**config.mk**
```make
export PLATFORM = sky130hd
export DESIGN_NAME = intr_class_router
export DESIGN_NICKNAME = d
export VERILOG_FILES = /design/src/rtl/icr_pkg.sv /design/src/rtl/icr_class_sel.sv /design/src/rtl/icr_route_take.sv /design/src/rtl/icr_nest_guard.sv /design/src/rtl/intr_class_router.sv
export SDC_FILE = /design/constraint.sdc
export NUM_CORES = 1
export LEC_CHECK = 0
export CAP_MARGIN = 20
export CORE_ASPECT_RATIO = 0.75
export CORE_UTILIZATION = 35
export CTS_BUF_LIST = sky130_fd_sc_hd__clkbuf_4
export DETAILED_ROUTE_END_ITERATION = 6
export DONT_BUFFER_PORTS = 1
export PLACE_DENSITY = 0.58
export SYNTH_ARGS = -nofsm -noshare
export SYNTH_HDL_FRONTEND = slang
export SYNTH_SLANG_ARGS = --single-unit
export TNS_END_PERCENT = 10
```
**constraint.sdc**
```tcl
create_clock -name clk -period 2.8 [get_ports clk]
set_input_delay 0.56 -clock clk [delete_from_list [all_inputs] [get_ports clk]]
set_output_delay 0.56 -clock clk [all_outputs]
set_load 0.01 [all_outputs]
```
**src/rtl/icr_pkg.sv**
```systemverilog
// Shared encodings for the interrupt class router.
// Assumes a four-level exception model with level 3 as the top level.
package icr_pkg;
    localparam int EL_W     = 2;
    localparam int GRP_W    = 2;
    localparam int MASK_W   = 3;
    localparam int N_PATH   = 2;
    localparam int PATH_INT = 0;
    localparam int PATH_SER = 1;

    localparam logic [EL_W-1:0] EL_TOP  = 2'd3;
    localparam logic [EL_W-1:0] EL_HYP  = 2'd2;
    localparam logic [EL_W-1:0] EL_LOW1 = 2'd1;

    localparam logic [GRP_W-1:0] GRP_G0   = 2'd0;
    localparam logic [GRP_W-1:0] GRP_G1S  = 2'd1;
    localparam logic [GRP_W-1:0] GRP_G1NS = 2'd2;
    localparam logic [GRP_W-1:0] GRP_RSV  = 2'd3;

    localparam int MB_FIQ = 0;
    localparam int MB_IRQ = 1;
    localparam int MB_SER = 2;

    typedef enum logic [1:0] {
        KIND_NONE = 2'd0,
        KIND_IRQ  = 2'd1,
        KIND_FIQ  = 2'd2
    } kind_e;
endpackage

```
**src/rtl/icr_class_sel.sv**
```systemverilog
// Chooses FIQ or IRQ for one interrupt from its group and the running state.
// Assumes: combinational only; request gating is done by the caller.
module icr_class_sel
    import icr_pkg::*;
(
    input  logic             single_ss,
    input  logic [GRP_W-1:0] grp,
    input  logic             ns_state,
    input  logic [EL_W-1:0]  cur_el,
    output kind_e            kind
);
    logic at_top;
    logic cur_secure;
    logic grp_is_g0;
    logic grp_secure;

    // Derive security facts about the running code and the group.
    always_comb begin
        at_top     = (cur_el == EL_TOP);
        cur_secure = at_top || !ns_state;
        grp_is_g0  = (grp == GRP_G0) || (grp == GRP_RSV);
        grp_secure = (grp != GRP_G1NS);
    end

    // Pick the signal type for the selected group mode.
    always_comb begin
        if (single_ss) begin
            kind = (grp == GRP_G1NS) ? KIND_IRQ : KIND_FIQ;
        end else if (grp_is_g0 || at_top) begin
            kind = KIND_FIQ;
        end else begin
            kind = (grp_secure == cur_secure) ? KIND_IRQ : KIND_FIQ;
        end
    end
endmodule

```
**src/rtl/icr_route_take.sv**
```systemverilog
// Resolves target level and take/pend for one exception path.
// Assumes the route and mask bits are already selected for the path's type.
module icr_route_take
    import icr_pkg::*;
(
    input  logic            req,
    input  logic            route_top,
    input  logic [EL_W-1:0] cur_el,
    input  logic            mask_bit,
    input  logic            blocked,
    output logic [EL_W-1:0] tgt_el,
    output logic            take,
    output logic            pend
);
    logic [EL_W-1:0] first_el;
    logic [EL_W-1:0] tgt_raw;
    logic            go_up;
    logic            same_lvl;

    // Compute the lowest level able to take the exception.
    always_comb begin
        first_el = (cur_el == EL_HYP) ? EL_HYP : EL_LOW1;
        tgt_raw  = route_top ? EL_TOP : first_el;
    end

    // Compare target against current level and apply masking.
    always_comb begin
        go_up    = (tgt_raw > cur_el);
        same_lvl = (tgt_raw == cur_el);
        take     = req && (go_up || (same_lvl && !mask_bit && !blocked));
        pend     = req && !take;
        tgt_el   = req ? tgt_raw : '0;
    end
endmodule

```
**src/rtl/icr_nest_guard.sv**
```systemverilog
// Holds the nesting block that follows any taken exception.
// Assumes a mask bit falling or a level change marks explicit re-enable.
module icr_nest_guard
    import icr_pkg::*;
(
    input  logic              clk,
    input  logic              rst_n,
    input  logic [MASK_W-1:0] mask,
    input  logic [EL_W-1:0]   cur_el,
    input  logic              take_any,
    output logic              blocked
);
    logic              blk_q;
    logic [MASK_W-1:0] mask_q;
    logic [EL_W-1:0]   el_q;
    logic              release_now;

    // Detect explicit unmasking or a level change this cycle.
    always_comb begin
        release_now = (|(mask_q & ~mask)) || (el_q != cur_el);
        blocked     = blk_q && !release_now;
    end

    // Track block state and previous-cycle mask and level.
    always_ff @(posedge clk) begin
        if (!rst_n) begin
            blk_q  <= 1'b0;
            mask_q <= '0;
            el_q   <= '0;
        end else begin
            mask_q <= mask;
            el_q   <= cur_el;
            if (take_any)         blk_q <= 1'b1;
            else if (release_now) blk_q <= 1'b0;
        end
    end
endmodule

```
**src/rtl/intr_class_router.sv**
```systemverilog
// Top of the secure interrupt class router: classifies, routes and gates
// one interrupt and one SError per cycle, with registered outputs.
// Assumes inputs are synchronous to clk.
module intr_class_router
    import icr_pkg::*;
(
    input  logic              clk,
    input  logic              rst_n,
    input  logic              single_ss_i,
    input  logic              int_req_i,
    input  logic [GRP_W-1:0]  int_grp_i,
    input  logic              serr_req_i,
    input  logic              ns_state_i,
    input  logic [EL_W-1:0]   cur_el_i,
    input  logic              route_fiq_i,
    input  logic              route_irq_i,
    input  logic              route_serr_i,
    input  logic [MASK_W-1:0] mask_i,
    output logic [1:0]        int_kind_o,
    output logic [EL_W-1:0]   int_tgt_el_o,
    output logic              int_take_o,
    output logic              int_pend_o,
    output logic [EL_W-1:0]   serr_tgt_el_o,
    output logic              serr_take_o,
    output logic              serr_pend_o
);
    kind_e           kind_c;
    logic            is_fiq;
    logic            blocked;
    logic [N_PATH-1:0] req_v;
    logic [N_PATH-1:0] route_v;
    logic [N_PATH-1:0] mbit_v;
    logic [N_PATH-1:0] take_v;
    logic [N_PATH-1:0] pend_v;
    logic [EL_W-1:0]   tgt_v [N_PATH];

    icr_class_sel u_cls (
        .single_ss (single_ss_i),
        .grp       (int_grp_i),
        .ns_state  (ns_state_i),
        .cur_el    (cur_el_i),
        .kind      (kind_c)
    );

    // Select per-path request, route and mask bits.
    always_comb begin
        is_fiq            = (kind_c == KIND_FIQ);
        req_v[PATH_INT]   = int_req_i;
        route_v[PATH_INT] = is_fiq ? route_fiq_i : route_irq_i;
        mbit_v[PATH_INT]  = is_fiq ? mask_i[MB_FIQ] : mask_i[MB_IRQ];
        req_v[PATH_SER]   = serr_req_i;
        route_v[PATH_SER] = route_serr_i;
        mbit_v[PATH_SER]  = mask_i[MB_SER];
    end

    for (genvar p = 0; p < N_PATH; p++) begin : g_path
        icr_route_take u_rt (
            .req       (req_v[p]),
            .route_top (route_v[p]),
            .cur_el    (cur_el_i),
            .mask_bit  (mbit_v[p]),
            .blocked   (blocked),
            .tgt_el    (tgt_v[p]),
            .take      (take_v[p]),
            .pend      (pend_v[p])
        );
    end

    icr_nest_guard u_nest (
        .clk      (clk),
        .rst_n    (rst_n),
        .mask     (mask_i),
        .cur_el   (cur_el_i),
        .take_any (|take_v),
        .blocked  (blocked)
    );

    // Register all decisions for a one-cycle, glitch-free result.
    always_ff @(posedge clk) begin
        if (!rst_n) begin
            int_kind_o    <= KIND_NONE;
            int_tgt_el_o  <= '0;
            int_take_o    <= 1'b0;
            int_pend_o    <= 1'b0;
            serr_tgt_el_o <= '0;
            serr_take_o   <= 1'b0;
            serr_pend_o   <= 1'b0;
        end else begin
            int_kind_o    <= int_req_i ? kind_c : KIND_NONE;
            int_tgt_el_o  <= tgt_v[PATH_INT];
            int_take_o    <= take_v[PATH_INT];
            int_pend_o    <= pend_v[PATH_INT];
            serr_tgt_el_o <= tgt_v[PATH_SER];
            serr_take_o   <= take_v[PATH_SER];
            serr_pend_o   <= pend_v[PATH_SER];
        end
    end
endmodule

```
==> summary.txt <==
Run status
  • Status: finished clean

Finish
  • Fin nets: 102
  • Utilization after layout: 0.424
  • Commonest cells after routing, fill and taps aside: dfxtp_1, and2_1, nor2_1
  • Area growth syn-to-layout: 6.79%
  • Commonest non-fill, non-tap cell in the layout: dfxtp_1
  • Final instance area: 787 sq um
  • Layout cells sized above 1: 0.113
  • Ant diodes: 0

Die
  • Cell Rows: 13
  • Top-level I/O count: 26
  • Die width: approximately 55 um
  • Total Die Area: 2300 sq um
  • Height of the die: 41.7 um
  • Total core area: 1850 sq um
  • Starting Density: 0.397

Worst setup path
  • Req. time, crit path: about 3.0 ns
  • CP peak stage delay: around 0.40 ns
  • Arrival time worst endpoint: approximately 2.6 ns
  • CP most frequent cell: ha_1
  • Cell Chain, Critical Path: inv_1 -> ha_1 -> and2_1 -> o22ai_4 -> mux2i_1 -> nor3b_2 -> ha_1 -> nand2_1 -> o41ai_2 -> a31o_1
  • CP Max Fanout: 5
  • CP delay by family, top: compound AO/OA/AOI/OAI gates
  • Buf/Inv on CP: 1
  • Crit end category: flop
  • Slowest-stage cell, CP: o41ai_2
  • Crit path kind: input port to flop
  • Crit path launch type: input port

Min path
  • Hold Path Class: input port to flop

Synth
  • Mapped cell area: 737 sq um
  • #FFs+latches synth: 16
  • Compound-cell area share of the yosys netlist: 0.148
  • Post-Syn Nets: 98
  • Post-synthesis cell count: just under 80
  • Mapped Avg Cell Area: 9.57 sq um
  • Synthesized-area fraction occupied by and/or/nand/nor cells: 0.265
  • Yosys warnings: 0
  • Yosys cell types: 26
  • Sequential fraction of the synthesis area: 0.435
  • Post-synthesis mux area share: 0.0136
  • Synth Area in XOR/XNOR: 0.0238
  • Adder-cell share of the synthesized area: 0.0849
  • Largest family of logic cells by synthesized area: simple AND/OR/NAND/NOR gates

Clock tree
  • Setup bufs post-CTS: 0
  • Cts hold-fix bufs: 0
  • Maximum clock path buffer count: 2
  • Sink Count: 16
  • Clk slew on worst S/H paths: 0.09 ns
  • Cts bufs inserted: 3
  • TritonCTS clock tree: yes
  • Insertion delay to the later sink of the worst-skew pair: 0.28 ns
  • Post-cts repair resize count: 0
  • H-tree depth: 1
  • Root Driver: clkbuf_4

Timing
  • Final min period: roughly 2.3 ns
  • Setup TNS: 0 ns
  • Slew Viols, Final: 0
  • Worst slew margin: 0.758
  • RSZ-0062 raised after global routing: no
  • Tcrit/Tclk final: 0.829
  • # setup viols final: 0
  • Worst clock skew: approximately 0.0011 ns
  • Worst slew pin tran: roughly 0.36 ns
  • Final Hold Fails: 0
  • Fmax achieved: about 430 MHz

Routing
  • DRT Pass-1 Iters: 2
  • Via-to-Cell Ratio: 4.75
  • Iteration-0 DRC Markers: 1
  • Final ANT Viol Nets: 0
  • Drt drc: 0
  • Via Count: 484
  • Routed WL: 1260 um
  • Wire length per cell: 12.4 um

Placement
  • Final Wtd Congestion: 0.711
  • PortBufs: 0
  • Placement-stage cell area: around 760 sq um
  • HPWL after DPL: 1010 um

Pwr
  • Worst vdd ir: 0.000224 V
  • Total power: roughly 440 uW
  • Leakage power: 0.000333 uW
  • P per Cell Area: roughly 560 nW/um^2

Global route
  • Antenna violations before repair: 0
  • GRT Resource Usage Total: 0.134
  • Number of global-route vias before repair: 478
  • Gr ovfl total: 0
  • First-pass GRT wire length: 2090 um
  • Largest net degree at the start of global routing: 11

Job
  • MaxCap Viol Count: 0
[path summary, 6_finish.rpt]
check                                       to  depth (start not counted)        startpoint  slack [ns]
worst max-delay path              u_nest.blk_q                         10      int_grp_i[0]        0.48
worst min-delay path            u_nest.el_q[1]                          1       cur_el_i[1]        0.39
worst max register to register    u_nest.blk_q                          5  u_nest.mask_q[0]        1.46
worst min register to register    u_nest.blk_q                          4      u_nest.blk_q        0.88
[sequential cells by signal, indices dropped and copies added (netlist names)]
register / count
int_take_o: 1
serr_tgt_el_o: 2
u_nest.mask_q: 3
int_kind_o: 2
serr_pend_o: 1
serr_take_o: 1
u_nest.blk_q: 1
u_nest.el_q: 2
int_pend_o: 1
int_tgt_el_o: 2
[final cells by class]
| type | instances | area, sq um |
|---|---|---|
| Sequential cell | 16 | 320 |
| Multi-Input combinational cell | 55 | 394 |
| Clock buffer | 3 | 22.5 |
| Clock inverter | 1 | 3.75 |
| Tap cell | 22 | 27.5 |
| Fill cell | 186 | 1070 |
| Inverter | 5 | 18.8 |
[cells by family (layout without fill, tap and decap cells)]
kind of cell / Yosys count / count (layout)
xor+xnor: 2 / 2
simple gates: 34 / 34
compound gates: 13 / 13
fa+ha+maj: 5 / 5
flops: 16 / 16
mux: 1 / 1
buf+inv: 6 / 9
[synthesized netlist by cell type (all sizes together)]
library cell / instances / share of area
a31o: 1 / 0.012
o41ai: 1 / 0.022
o22ai: 2 / 0.036
o21ai: 3 / 0.020
o31a: 1 / 0.012
nor2b: 6 / 0.051
inv: 5 / 0.025
nand3: 1 / 0.0068
nor3b: 1 / 0.017
dfxtp: 16 / 0.43
nor4: 1 / 0.017
ha: 5 / 0.085
clkbuf: 1 / 0.0051
nor3: 1 / 0.014
nor2: 7 / 0.036
mux2i: 1 / 0.014
and2: 7 / 0.059
a21oi: 3 / 0.025
and3: 1 / 0.0085
xor2: 2 / 0.024
nand2b: 3 / 0.025
o21a: 2 / 0.020
nand2: 6 / 0.031
[stage by stage]
stage                     instances  setup WS (ns)  hold WS (ns)
after floorplan                  77          0.357         0.682
after detailed placement         98          0.173         0.685
after CTS                       102          0.468         0.375
after global placement           98          0.192         0.682
final                           102          0.479         0.389
after global routing            102          0.231         0.367
[where the power goes]
part	switching [uW]	total, uW	internal, uW
registers	8.66	251	242
clock network	72.4	124	51.8
logic	33.0	66.2	33.2
total	114	441	327
[per-layer routing]
metal | share of wire | wire (um) | track usage | up-vias
li1 | - | - | - | 262
met1 | 0.47 | 591 | 0.168 | 204
met2 | 0.42 | 532 | 0.176 | 16
met3 | 0.098 | 123 | 0.0842 | 2
met4 | 0.010 | 13 | 0.0600 | 0
met5 | 0 | 0 | 0 | -
Power figures use the tool's default switching activity.
